===== src/rtl/bog_pkg.sv =====
package bog_pkg;

   typedef enum logic [2:0] {
      CLS_Z = 3'd0,
      CLS_S = 3'd1,
      CLS_D = 3'd2,
      CLS_T = 3'd3,
      CLS_E = 3'd4
   } blk_cls_e;

   // Fold raw class codes: anything above T counts as invalid
   function automatic blk_cls_e norm_cls(input logic [2:0] raw);
      case (raw)
         3'd0:    return CLS_Z;
         3'd1:    return CLS_S;
         3'd2:    return CLS_D;
         3'd3:    return CLS_T;
         default: return CLS_E;
      endcase
   endfunction

   // Allowed successor of an accepted block class
   function automatic logic pair_ok(input blk_cls_e prev, input blk_cls_e nxt);
      case (prev)
         CLS_Z:   return (nxt == CLS_Z) || (nxt == CLS_S);
         CLS_S:   return (nxt == CLS_D) || (nxt == CLS_T);
         CLS_D:   return (nxt == CLS_D) || (nxt == CLS_T);
         CLS_T:   return (nxt == CLS_Z);
         default: return 1'b0;
      endcase
   endfunction

endpackage


===== src/rtl/bog_fsm.sv =====
module bog_fsm
   import bog_pkg::*;
(
   input  logic     clk,
   input  logic     rst_n,
   input  logic     lock_ok,
   input  blk_cls_e cls_n,
   output blk_cls_e st_q,
   output logic     kill
);

   blk_cls_e st_d;

   always_comb begin
      st_d = st_q;
      if (!lock_ok) begin
         st_d = CLS_E;
      end else if (st_q == CLS_E) begin
         st_d = (cls_n == CLS_Z) ? CLS_Z : CLS_E;
      end else begin
         st_d = pair_ok(st_q, cls_n) ? cls_n : CLS_E;
      end
   end

   // The held block is dropped if it was never accepted or its successor breaks the order
   assign kill = (st_q == CLS_E) || (st_d == CLS_E);

   always_ff @(posedge clk or negedge rst_n) begin
      if (!rst_n) st_q <= CLS_E;
      else        st_q <= st_d;
   end

endmodule


===== src/rtl/bog_outreg.sv =====
module bog_outreg
   import bog_pkg::*;
#(
   parameter int              BLK_W   = 66,
   parameter logic [BLK_W-1:0] ERR_PAT = '0
)(
   input  logic             clk,
   input  logic             rst_n,
   input  logic [BLK_W-1:0] blk_in,
   input  blk_cls_e         cls_n,
   input  logic             kill,
   output blk_cls_e         held_cls,
   output logic [BLK_W-1:0] out_blk,
   output logic             out_ctl,
   output logic             out_err
);

   logic [BLK_W-1:0] held_blk;

   // One block of lookahead: the block is parked here while its successor is judged
   always_ff @(posedge clk or negedge rst_n) begin
      if (!rst_n) begin
         held_blk <= '0;
         held_cls <= CLS_E;
      end else begin
         held_blk <= blk_in;
         held_cls <= cls_n;
      end
   end

   always_ff @(posedge clk or negedge rst_n) begin
      if (!rst_n) begin
         out_blk <= ERR_PAT;
         out_ctl <= 1'b1;
         out_err <= 1'b1;
      end else if (kill) begin
         out_blk <= ERR_PAT;
         out_ctl <= 1'b1;
         out_err <= 1'b1;
      end else begin
         out_blk <= held_blk;
         out_ctl <= (held_cls != CLS_D);
         out_err <= 1'b0;
      end
   end

endmodule


===== src/rtl/blk_order_guard.sv =====
module blk_order_guard
   import bog_pkg::*;
#(
   parameter int LANES    = 8,
   parameter int LANE_W   = 8,
   parameter int HDR_W    = 2,
   parameter int BLK_W    = 66,
   parameter int CTL_HDR  = 1,
   parameter int ERR_TYPE = 'h1E,
   parameter int ERR_CODE = 'hFE
)(
   input  logic             clk,
   input  logic             rst_n,
   input  logic             lock_ok,
   input  logic [BLK_W-1:0] blk_in,
   input  logic [2:0]       cls_in,
   output logic [BLK_W-1:0] out_blk,
   output logic             out_ctl,
   output logic             out_err
);

   // Header, then a type octet, then a fill code in every other lane
   function automatic logic [BLK_W-1:0] mk_err_pat();
      logic [BLK_W-1:0] v;
      v = '0;
      v[HDR_W-1:0] = CTL_HDR[HDR_W-1:0];
      for (int l = 0; l < LANES; l++) begin
         v[HDR_W + l*LANE_W +: LANE_W] = (l == 0) ? ERR_TYPE[LANE_W-1:0]
                                                  : ERR_CODE[LANE_W-1:0];
      end
      return v;
   endfunction

   localparam logic [BLK_W-1:0] ERR_PAT = mk_err_pat();

   generate
      if (BLK_W != HDR_W + LANES*LANE_W) begin : g_bad_width
         $error("blk_order_guard: BLK_W must equal HDR_W + LANES*LANE_W");
      end
      if (LANES < 2 || LANE_W < 8) begin : g_bad_lanes
         $error("blk_order_guard: need at least two octet lanes");
      end
      if (HDR_W != 2) begin : g_bad_hdr
         $error("blk_order_guard: sync header must be two bits");
      end
   endgenerate

   blk_cls_e cls_n;
   blk_cls_e st_q;
   blk_cls_e held_cls;
   logic     kill;

   assign cls_n = norm_cls(cls_in);

   bog_fsm u_fsm (
      .clk     (clk),
      .rst_n   (rst_n),
      .lock_ok (lock_ok),
      .cls_n   (cls_n),
      .st_q    (st_q),
      .kill    (kill)
   );

   bog_outreg #(
      .BLK_W   (BLK_W),
      .ERR_PAT (ERR_PAT)
   ) u_out (
      .clk      (clk),
      .rst_n    (rst_n),
      .blk_in   (blk_in),
      .cls_n    (cls_n),
      .kill     (kill),
      .held_cls (held_cls),
      .out_blk  (out_blk),
      .out_ctl  (out_ctl),
      .out_err  (out_err)
   );

endmodule


===== config.mk =====
export PLATFORM = sky130hd
export DESIGN_NAME = blk_order_guard
export DESIGN_NICKNAME = d
export VERILOG_FILES = /design/src/rtl/bog_pkg.sv /design/src/rtl/bog_fsm.sv /design/src/rtl/bog_outreg.sv /design/src/rtl/blk_order_guard.sv
export SDC_FILE = /design/constraint.sdc
export NUM_CORES = 1
export LEC_CHECK = 0
export BUFFER_PORTS_ARGS = -buffer_cell sky130_fd_sc_hd__buf_2
export CELL_PAD_IN_SITES_DETAIL_PLACEMENT = 1
export CELL_PAD_IN_SITES_GLOBAL_PLACEMENT = 1
export CORE_ASPECT_RATIO = 2
export CORE_MARGIN = 5
export CORE_UTILIZATION = 36
export DETAILED_ROUTE_END_ITERATION = 16
export GPL_ROUTABILITY_DRIVEN = 0
export PLACE_DENSITY = 0.79
export SKIP_CTS_REPAIR_TIMING = 1
export SYNTH_ARGS = -nofsm -noshare
export SYNTH_HDL_FRONTEND = slang
export SYNTH_SLANG_ARGS = --single-unit

===== constraint.sdc =====
create_clock -name clk -period 1.35 [get_ports clk]
set_input_delay 0.0675 -clock clk [delete_from_list [all_inputs] [get_ports clk]]
set_output_delay 0.0675 -clock clk [all_outputs]
set_load 0.005 [all_outputs]

==> impl_metrics.yaml <==
status:
  outcome: "finished with violations"
  violations: "negative setup slack"
power_and_ir_drop:
  clkPwrFrac_pct: 49.7
  finalPower_mw: 9.55
  p_seq_share_pct: 45.6
  power.density_mw_per_mm2: 1450
  sw_frac_of_total_pct: 20.2
  p_comb_share_pct: 4.6
  internal_power_mw: 7.62
  p_sw_mw: 1.93
  peakVddDrop_v: 0.00101
  total_leakage_power_nw: 2.90
cells_and_area:
  layout.cells.non_filler: 625
  final_cell_mix: "138 x buf_2, 81 x dfrtp_1, 70 x dlygate4sd3_1"
  drive_gt1_share_pct: 52.1
  final_common_cell: "buf_2"
  fillers: 1107
  areaGrowthSynthToFinish_pct: 58.0
  nNetsFinal: 541
synth:
  synth-seq-cells: 140
  ys_async_sr_fraction_pct: 100
  syn_nets: 305
  syn_area_sq_mm: 0.00418
  netlist-cell-type-count: 20
  synthFlopType: "dfrtp_1"
  synthCells: 233
  avgSynthCellArea_sq_um: 17.9
  synth_edf_count: 0
  yosys_warnings: 0
  yosysSeqAreaShare_pct: 85.5
worst_setup_path:
  crit_required_ps: 1700
  crit_path_max_fanout: 7
  crit_type: "reg2reg"
  r2r-end: "u_out.out_blk[58]"
  crit_path_cell_trace: "or3b_4 -> a221oi_4 -> buf_6 -> clkbuf_16 -> and2_1"
  arrival_ps: 1860
  ff2ff_setup_slack_ps: -160
  cp_num_buf_inv: 2
  reg2reg_from: "u_fsm.st_q[2]"
  r2r_cells: 5
  startpoint_type: "register"
  cp_top_family: "simple AND/OR/NAND/NOR gates"
  max_stage_delay_ps: 380
  slowest_stage: "dfstp_2"
  cp-end-kind: "register"
clock_network:
  cts_max_level: 4
  clockBufferDepth: 2
  cts_tree: "built"
  cts_root_buf: "clkbuf_16"
  cts.sinks: 140
  clkLatencyLatePin_ps: 410
  numCtsBuffers: 17
  clk_pin_slew_ps: 60
floorplan:
  num_rows: 55
  die_height_microns: 162
  start_util_pct: 36.8
  die_w_microns: 86.2
  design.core.area_sq_mm: 0.0114
  dieArea_sq_mm: 0.0140
  io_pins: 140
placement:
  io_buffers: 139
  place_inst: 519
  hpwl_mm: 6.96
timing:
  finalCritPeriodShare_pct: 112
  finClkSkew_ps: 8.72
  rsz0062_at_grt: "yes"
  fin_crit_ps: 1510
  setup_violations: 70
  setup_ws_ps: -157
  final_hold_viol_count: 0
  clock.fmax_mhz: 663
  hold_ws_ps: 59.3
  worst_pin_slew_ps: 357
  slew_violations: 0
  relSlewSlack_pct: 76.0
detailed_routing:
  drt_first_pass_iters: 3
  drtIter0Drc: 79
  num_vias: 2653
  vias_per_cell: 4.24
  ant_nets: 0
  drc: 0
  wl_mm: 11.1
  wire_per_inst_microns: 17.8
hold_path:
  hold_depth: 3
  min_from: "lock_ok"
  hp-class: "in2reg"
  holdPathEnd: "u_fsm.st_q[1]"
global_route:
  grt_overflow: 0
  antenna_found_initial: 1
  grt_usage_pct: 14.6
  grt_pass1_vias: 2894
  grt_pass1_wl_mm: 14.8
  grt_start_max_net_pins: 45
job:
  drv_cap: 0
-- routing by layer --
metal / GRT usage, % / up-vias / routed length (microns)
met5: 0 / - / 0
met4: 8.58 / 0 / 444
met3: 5.32 / 30 / 525
met2: 26.0 / 100 / 6560
met1: 14.1 / 1328 / 3610
li1: - / 1195 / -
-- stage by stage --
step	setup slack (ps)	utilization [%]	area [sq um]	TNS (ps)
finish	-157	58.2	6600	-8570
floorplan	-81.9	-	4180	-1130
CTS	-222	51.1	5800	-10700
global placement	-140	45.7	5180	-6780
detailed placement	-204	45.7	5180	-9820
global route	-206	58.2	6600	-12050
-- synth_stat cells, drive strengths merged, types with 2 or more instances --
cell type / n / area [sq um]
and2: 13 / 81.3
buf: 7 / 47.5
dfrtp: 82 / 2050
dfstp: 58 / 1520
inv: 2 / 7.51
nand2b: 55 / 344
nand3b: 2 / 15.0
nor2: 2 / 7.51
nor4: 2 / 12.5
-- worst reg2reg max path: stages, from the launching register on --
cell and delay [ps]:
dfstp_2 380, or3b_4 380, a221oi_4 250, buf_6 180, clkbuf_16 150, and2_1 120
-- power groups by stage --
stage | registers, mW | clock network (mW) | logic [mW]
after global routing | 4.37 | 5.08 | 0.486
after detailed placement | 4.42 | 0 | 0.270
after floorplan | 4.41 | 0 | 0.0405
after CTS | 4.36 | 4.84 | 0.272
after global placement | 4.41 | 0 | 0.258
final | 4.36 | 4.75 | 0.442
-- worst max path at each step --
stage | from | endpoint | slack, ps | cells past startpoint
floorplan | u_fsm.st_q[2] | u_fsm.st_q[0] | -80 | 5
global placement | u_fsm.st_q[2] | u_out.out_blk[40] | -140 | 5
detailed placement | u_fsm.st_q[2] | u_out.out_blk[42] | -200 | 4
CTS | u_fsm.st_q[2] | u_out.out_blk[9] | -220 | 4
global route | u_fsm.st_q[2] | u_out.out_blk[14] | -210 | 5
finish | u_fsm.st_q[2] | u_out.out_blk[58] | -160 | 5
-- state kept, by name, indices dropped and copies added (netlist names) --
signal          flops
u_out.held_blk     66
u_out.out_blk      66
u_fsm.st_q          3
u_out.out_ctl       1
u_out.out_err       1
u_out.held_cls      3
-- area by class of cell --
type                            count  area (sq um)  share of cell area [%]
Clock buffer                       24           512                    7.75
Timing Repair Buffer              225          1650                    25.0
Clock inverter                      8           105                    1.59
Inverter                            2          7.51                   0.114
Sequential cell                   140          3580                    54.2
Multi-Input combinational cell     83           569                    8.62
Antenna cell                        1          2.50                  0.0379
Tap cell                          142           178                    2.69
-- cell families after synthesis --
family / count (synthesis) / share of synthesized area [%]
simple gates: 79 / 11.8
compound gates: 3 / 1.08
xor+xnor: 1 / 0.210
flops: 140 / 85.5
buf+inv: 10 / 1.41
Power figures use the tool's default switching activity.
